--- src/rtl/hbus_pkg.sv ---
package hbus_pkg;
  typedef enum logic [1:0] {
    ST_IDLE = 2'd0,
    ST_BUSY = 2'd1,
    ST_ACK  = 2'd2
  } hb_state_e;
endpackage

--- src/rtl/hbus_sync.sv ---
module hbus_sync #(
  parameter int W = 2
) (
  input  logic         clk_i,
  input  logic         rst_ni,
  input  logic [W-1:0] d_i,
  output logic [W-1:0] q_o
);
  for (genvar g = 0; g < W; g++) begin : g_bit
    logic [1:0] ff_q;
    always_ff @(posedge clk_i or negedge rst_ni) begin
      if (!rst_ni) ff_q <= 2'b00;
      else         ff_q <= {ff_q[0], d_i[g]};
    end
    assign q_o[g] = ff_q[1];
  end
endmodule

--- src/rtl/hbus_decode.sv ---
module hbus_decode (
  input  logic mode_intel_i,
  input  logic cs_ni,
  input  logic rd_ds_ni,
  input  logic wr_rw_i,
  output logic strobe_o,
  output logic is_wr_o
);
  // both protocols: wr_rw_i low means write
  always_comb begin
    if (mode_intel_i) strobe_o = !cs_ni && (!rd_ds_ni || !wr_rw_i);
    else              strobe_o = !cs_ni && !rd_ds_ni;
    is_wr_o = !wr_rw_i;
  end
endmodule

--- src/rtl/hbus_ctrl.sv ---
module hbus_ctrl
  import hbus_pkg::*;
#(
  parameter int ACC_LAT = 2
) (
  input  logic clk_i,
  input  logic rst_ni,
  input  logic act_i,
  input  logic wr_i,
  output logic busy_o,
  output logic fire_o,
  output logic ack_o,
  output logic wr_o
);
  localparam int CW = $clog2(ACC_LAT + 1);
  localparam logic [CW-1:0] LAST = CW'(ACC_LAT - 1);

  hb_state_e     state_q;
  logic [CW-1:0] cnt_q;
  logic          wr_q;

  always_ff @(posedge clk_i or negedge rst_ni) begin
    if (!rst_ni) begin
      state_q <= ST_IDLE;
      cnt_q   <= '0;
      wr_q    <= 1'b0;
    end else begin
      unique case (state_q)
        ST_IDLE: if (act_i) begin
          state_q <= ST_BUSY;
          cnt_q   <= '0;
          wr_q    <= wr_i;
        end
        ST_BUSY: begin
          if (cnt_q == LAST) state_q <= ST_ACK;
          else               cnt_q   <= cnt_q + 1'b1;
        end
        ST_ACK: if (!act_i) state_q <= ST_IDLE;
        default: state_q <= ST_IDLE;
      endcase
    end
  end

  assign busy_o = (state_q == ST_BUSY);
  assign fire_o = busy_o && (cnt_q == LAST);
  assign ack_o  = (state_q == ST_ACK);
  assign wr_o   = wr_q;
endmodule

--- src/rtl/hbus_lanes.sv ---
module hbus_lanes #(
  parameter int AW        = 12,
  parameter int RO_BASE_W = 768
) (
  input  logic          clk_i,
  input  logic          rst_ni,
  input  logic          fire_i,
  input  logic          wr_i,
  input  logic [AW-1:1] addr_i,
  input  logic [15:0]   data_i,
  input  logic [31:0]   rdata_i,
  output logic          we_o,
  output logic [31:0]   wdata_o,
  output logic [15:0]   rd_o
);
  localparam int WAW = AW - 2;
  localparam logic [WAW-1:0] RO_W = WAW'(RO_BASE_W);

  logic [WAW-1:0] word;
  logic           half_lo, ro;
  logic [15:0]    stage_q, cap_q, rd_q;
  logic [WAW-1:0] cap_a_q;
  logic           cap_v_q;

  assign word    = addr_i[AW-1:2];
  assign half_lo = addr_i[1];
  assign ro      = (word >= RO_W);

  assign we_o    = fire_i && wr_i && half_lo && !ro;
  assign wdata_o = {stage_q, data_i};
  assign rd_o    = rd_q;

  always_ff @(posedge clk_i or negedge rst_ni) begin
    if (!rst_ni) begin
      stage_q <= '0;
      cap_q   <= '0;
      cap_a_q <= '0;
      cap_v_q <= 1'b0;
      rd_q    <= '0;
    end else if (fire_i) begin
      if (wr_i) begin
        if (!half_lo) stage_q <= data_i;
      end else if (!half_lo) begin
        rd_q    <= rdata_i[31:16];
        cap_q   <= rdata_i[15:0];
        cap_a_q <= word;
        cap_v_q <= 1'b1;
      end else begin
        rd_q    <= (cap_v_q && cap_a_q == word) ? cap_q : rdata_i[15:0];
        cap_v_q <= 1'b0;
      end
    end
  end
endmodule

--- src/rtl/hbus_bridge.sv ---
module hbus_bridge #(
  parameter int AW        = 12,
  parameter int ACC_LAT   = 2,
  parameter int RO_BASE_W = 768
) (
  input  logic          clk_i,
  input  logic          rst_ni,
  input  logic          mode_intel_i,
  input  logic          cs_ni,
  input  logic          rd_ds_ni,
  input  logic          wr_rw_i,
  input  logic [AW-1:1] addr_i,
  input  logic [15:0]   data_i,
  output logic [15:0]   data_o,
  output logic          data_oe_o,
  output logic          wait_o,
  output logic          dta_no,
  output logic [AW-3:0] reg_addr_o,
  output logic          reg_rd_o,
  output logic          reg_we_o,
  output logic [31:0]   reg_wdata_o,
  input  logic [31:0]   reg_rdata_i
);
  logic strobe_raw, wr_raw;
  logic [1:0] sync_q;
  logic busy, fire, ack, wr_q;

  hbus_decode u_dec (
    .mode_intel_i(mode_intel_i),
    .cs_ni       (cs_ni),
    .rd_ds_ni    (rd_ds_ni),
    .wr_rw_i     (wr_rw_i),
    .strobe_o    (strobe_raw),
    .is_wr_o     (wr_raw)
  );

  hbus_sync #(.W(2)) u_sync (
    .clk_i (clk_i),
    .rst_ni(rst_ni),
    .d_i   ({wr_raw, strobe_raw}),
    .q_o   (sync_q)
  );

  hbus_ctrl #(.ACC_LAT(ACC_LAT)) u_ctrl (
    .clk_i (clk_i),
    .rst_ni(rst_ni),
    .act_i (sync_q[0]),
    .wr_i  (sync_q[1]),
    .busy_o(busy),
    .fire_o(fire),
    .ack_o (ack),
    .wr_o  (wr_q)
  );

  hbus_lanes #(.AW(AW), .RO_BASE_W(RO_BASE_W)) u_lanes (
    .clk_i  (clk_i),
    .rst_ni (rst_ni),
    .fire_i (fire),
    .wr_i   (wr_q),
    .addr_i (addr_i),
    .data_i (data_i),
    .rdata_i(reg_rdata_i),
    .we_o   (reg_we_o),
    .wdata_o(reg_wdata_o),
    .rd_o   (data_o)
  );

  // wait follows the raw strobe so the host sees it without sync delay
  assign wait_o     = strobe_raw && !ack;
  assign dta_no     = !ack;
  assign data_oe_o  = ack && !wr_q;
  assign reg_rd_o   = busy && !wr_q;
  assign reg_addr_o = addr_i[AW-1:2];
endmodule

--- config.mk ---
export PLATFORM = sky130hd
export DESIGN_NAME = hbus_bridge
export DESIGN_NICKNAME = d
export VERILOG_FILES = /design/src/rtl/hbus_pkg.sv /design/src/rtl/hbus_sync.sv /design/src/rtl/hbus_decode.sv /design/src/rtl/hbus_ctrl.sv /design/src/rtl/hbus_lanes.sv /design/src/rtl/hbus_bridge.sv
export SDC_FILE = /design/constraint.sdc
export NUM_CORES = 1
export LEC_CHECK = 0
export ABC_CLOCK_PERIOD_IN_PS = 3450
export CAP_MARGIN = 20
export CORE_MARGIN = 2
export CORE_UTILIZATION = 42
export CTS_CLUSTER_DIAMETER = 120
export DETAILED_ROUTE_END_ITERATION = 10
export GPL_ROUTABILITY_DRIVEN = 0
export GPL_TIMING_DRIVEN = 0
export PLACE_DENSITY = 0.78
export SLEW_MARGIN = 20
export SYNTH_ARGS = -nofsm -noshare
export SYNTH_HDL_FRONTEND = slang
export SYNTH_SLANG_ARGS = --single-unit
export TNS_END_PERCENT = 100
--- constraint.sdc ---
create_clock -name clk_i -period 3.45 [get_ports clk_i]
set_input_delay 0.5175 -clock clk_i [delete_from_list [all_inputs] [get_ports clk_i]]
set_output_delay 0.5175 -clock clk_i [all_outputs]
set_load 0.1 [all_outputs]
-- After elaboration in Yosys (flattened, before gate mapping)
Cells that the tools add are included.
- register bits: 68
- output and inout port bits: 63
- word-level logic and storage cells: 58
- add/subtract/negate cells: 1
- magnitude comparators: 1
- equality and inequality tests: 8
- mux-type cells: 11
- bitwise gates (word level): 2
- reduce and logical (&&, ||, !) cells: 25
- operator list (operator ; number):
    16-bit two-way mux ; 2
    3-bit AND reduction ; 4
    10-bit equality test ; 1
    10-bit >= comparator (second input constant) ; 1
    1-bit logical AND ; 10
    2-bit two-way mux ; 5
    1-bit logical NOT ; 6
    2-bit inequality test (second input constant) ; 3
    2-bit one-hot mux with 3 select lines ; 1
    2-bit by 1-bit equality test with 1-bit output (second input constant) ; 2
    2-bit one-hot mux with 2 select lines ; 1
    2-bit AND reduction ; 2
    2-bit by 1-bit adder with 2-bit output (second input constant) ; 1
    2-bit equality test (second input constant) ; 1
    2-bit logical NOT ; 1
    1-bit two-way mux ; 2
    2-bit by 1-bit inequality test with 1-bit output (second input constant) ; 1
    1-bit inverter ; 2
    2-bit nonzero test ; 1
    1-bit logical OR ; 1

-- Logic depth before layout (Yosys ltp)
- depth in word-level cells: 5
- gate-level depth with buffers: 8
- mapped depth without buffers: 7

-- Modules after synthesis
Synthesis repeated with hierarchy kept, for this count alone.
- cell total of the unflattened synthesis: 262
- area, all modules: 3259.4 um2
- modules (own cells, without submodules) (module ; instances ; cells an instance ; area each (um2) ; seq. area each (um2)):
    hbus_lanes ; 1 ; 213 ; 2737.6 ; 1476.4
    hbus_ctrl ; 1 ; 26 ; 287.8 ; 125.1
    hbus_sync ; 1 ; 6 ; 115.1 ; 100.1
    hbus_bridge ; 1 ; 14 ; 100.1 ; 0.0
    hbus_decode ; 1 ; 3 ; 18.8 ; 0.0

-- Worst setup path after synthesis
Ideal clock, no wire load.
- path kind: input to output
- from: input port addr_i[1] (netlist bit)
- to: output port reg_we_o
- arrival: 3.359 ns
- data required time: 2.932 ns
- path slack: -0.426 ns
- stages: 4
- path buffers: 2
- path through: buf_1 -> clkbuf_1 -> nand3_1 -> a211oi_1
- word-level cells in the longest chain between the ends: 2
- ends and longest elaborated chain (what ; line ; text):
    start: declaration ; hbus_bridge.sv:12 ; input logic [AW-1:1] addr_i,
    1-bit logical AND (2 in series) ; hbus_lanes.sv:29 ; assign we_o = fire_i && wr_i && half_lo && !ro;
    end: declaration ; hbus_bridge.sv:20 ; output logic reg_we_o,
Every way passes these cells.

-- Worst setup path after layout
Ends and elaborated chain as after synthesis.

==> reports/metrics.yaml <==
flow_run:
  maxCapViolCount: 0
clock_tree:
  root_buffer: "clkbuf_8"
  numCtsBuffers: 9
  clock_latency_ps: 340
  post-cts-setup-buffers: 0
  cts.clk_slew.worst_paths_ps: 70
  clock_path_buffers: 2
  h-tree-depth: 3
  tritoncts: "built"
  clock_sinks: 68
sta:
  worst_pin_slew_ps: 1010
  setup-violations-final: 0
  hold_slack_ps: 87.8
  relSlewSlack_pct: 32.7
  fin_crit_sh_pct: 95.1
  skew_ps: 9.02
  rsz0062_at_grt: "no"
  maxSlewViolCount: 0
  period_minus_slack_ps: 3280
  max_freq_mhz: 305
  finalHoldViolCount: 0
  fin_tns_setup_ps: 0
routing:
  antenna_left: 0
  wl_per_cell_um: 14.2
  dr.pass1.iters: 4
  viasPerCell: 4.75
  drtIter0Drc: 54
  vias: 2458
  drcViolationCount: 0
  wirelength_um: 7330
worst_setup_path:
  cp-start-kind: "input port"
  cp_max_fo: 10
  r2r_end: "u_lanes.cap_a_q[4]$_DFFE_PN0P_"
  arrival_ps: 2760
  crit_buf_inv: 4
  critical_path.endpoint_type: "output port"
  crit_type: "input port to output port"
  crit_family: "buffers and inverters"
  max_stage_delay_ps: 580
  r2r-start: "u_ctrl.cnt_q[1]$_DFFE_PN0P_"
  rr_worst_depth: 6
  crit_path_end: "reg_we_o"
  startpoint: "addr_i[1]"
  cp_num_cells: 6
  crit_chain: "clkdlybuf4s50_1, buf_1, clkbuf_1, nand3_1, a211oi_2, clkdlybuf4s15_2"
  rrSetupSlack_ps: 1320
  worstPathRequired_ps: 2930
  crit_slowest_cell: "clkdlybuf4s15_2"
logic_synthesis:
  synth-edff-count: 0
  synth_mux_area_share_pct: 20.2
  synth_warnings: 0
  syn_area_mm2: 0.00324
  synth_flop_cell: "dfrtp_1"
  ys_async_sr_fraction_pct: 100
  syn_inst: 271
  synth_compound_area_share_pct: 9.53
  synth_fa_ha_area_share_pct: 0.386
  ys_types: 34
  synth-simple-area-share_pct: 4.44
  ys_seq_area_share_pct: 52.5
  yosys_register_bits: 68
  synth-xor-area-share_pct: 2.70
  synth_nets: 337
  syn_avg_cell_area_um2: 12.0
  synth_top_family_by_area: "multiplexers"
die:
  num_rows: 32
  die-area_mm2: 0.00844
  core_area_mm2: 0.00761
  start_util_pct: 42.6
  die_y_um: 91.9
  die_w_um: 91.9
  ios: 128
pwr:
  power_mw: 5.01
  p_leak_nw: 2.05
  peakVddDrop_uv: 499
  power_density_mw_per_mm2: 1030
grt:
  use_met2_pct: 30.0
  antenna_found_initial: 0
  grt_use_total_pct: 18.3
  grt_pass1_wl_um: 12200
  grt_start_max_net_pins: 42
  top_usage_layer: "met2"
  grt-ovfl-total: 0
  grt_util_met3_pct: 3.70
  grt_pass1_vias: 2479
  grt_util_met1_pct: 24.3
min_path:
  min_path_type: "input port to async pin"
placement:
  portBuffers: 127
  hpwl_um: 5550
finish:
  most-common-layout-cells: "clkdlybuf4s50_1, dfrtp_1, mux2_2"
  final_common_cell: "clkdlybuf4s50_1"
  drive_gt1_share_pct: 23.9
  area_growth_pct: 50.6
  final_net_count: 476
  n_antenna_cell: 0
run_status:
  status: "finished, final reports clean"
==> per-stage QoR <==
stage          instances  setup WS, ps  utilization (%)  area, um2
3_5_place_dp         501          -424             61.3       4660
6_report             517           170             64.2       4880
5_1_grt              517          12.0             64.2       4880
2_1_floorplan        271           289                -       3250
3_3_place_gp         500          -437             61.1       4650
4_1_cts              517           148             64.2       4880
==> kinds of logic after synthesis <==
logic type	Yosys count
flip-flops	68
multiplexers	60
AND/OR/NAND/NOR	20
XOR/XNOR	10
adder cells (fa/ha/maj)	1
AO/OA/AOI/OAI	57
buffers and inverters	55
==> how the worst min path moves through the flow <==
| stage | end | slack [ps] |
|---|---|---|
| after floorplan | u_ctrl.cnt_q[0]$_DFFE_PN0P_ | 220 |
| after global placement | u_sync.g_bit[1].ff_q[1]$_DFF_PN0_ | 330 |
| after detailed placement | u_sync.g_bit[1].ff_q[1]$_DFF_PN0_ | 350 |
| after CTS | u_lanes.stage_q[3]$_DFFE_PN0P_ | 100 |
| after global routing | u_lanes.stage_q[3]$_DFFE_PN0P_ | 120 |
| final | u_lanes.stage_q[4]$_DFFE_PN0P_ | 90 |
==> synthesized netlist by cell type (3+ instances only) <==
cell type  count  area [um2]
o21ai_1        9        45.0
buf_4         28         210
clkbuf_1       4        15.0
o21ai_0       39         195
dfrtp_1       68        1700
nor2_1         3        11.3
mux2i_1       16         160
inv_1         19        71.3
xnor2_1       10        87.6
nand2_1        3        11.3
mux2_2        44         495
==> layout make-up <==
type | count | area (um2)
buffer | 36 | 260
clock buffer | 12 | 145
clock inverter | 4 | 72.6
fill | 637 | 2730
inverter | 19 | 71.3
multi-input combinational | 148 | 1210
sequential | 68 | 1700
tap | 102 | 128
timing repair buffer | 128 | 1290
==> flip-flops by register name, summed over array words and instances (netlist names), 2 cells and up <==
| name | flops |
|---|---|
| u_ctrl.cnt_q | 2 |
| u_ctrl.state_q | 2 |
| u_lanes.cap_a_q | 10 |
| u_lanes.cap_q | 16 |
| u_lanes.rd_o | 16 |
| u_lanes.stage_q | 16 |
| u_sync.g_bit.ff_q | 4 |
==> worst reg2reg max path: cells and delay by family, from the launching register on <==
kind	cells	cell delay, ps
flops	1	400
simple gates	2	630
mux	1	350
fa+ha+maj	1	280
buf+inv	2	350
==> per-layer routing <==
metal  share of wire [%]  routed length, um
met5                   0                  0
met3                 5.9                431
met4                 1.3                 95
met2                  49               3560
met1                  44               3240
==> power by group <==
part	internal [mW]	switching [mW]	total, mW
registers	1.17	0.222	1.39
logic	0.839	2.05	2.89
clock network	0.427	0.299	0.725
==> repair_timing <==
| item | 4_1_cts | 5_1_grt |
|---|---|---|
| setup endpoints to repair | 1 | 0 |
| hold buffers | 0 | 0 |
| resized for setup | 3 | 0 |
Power figures use the tool's default switching activity.
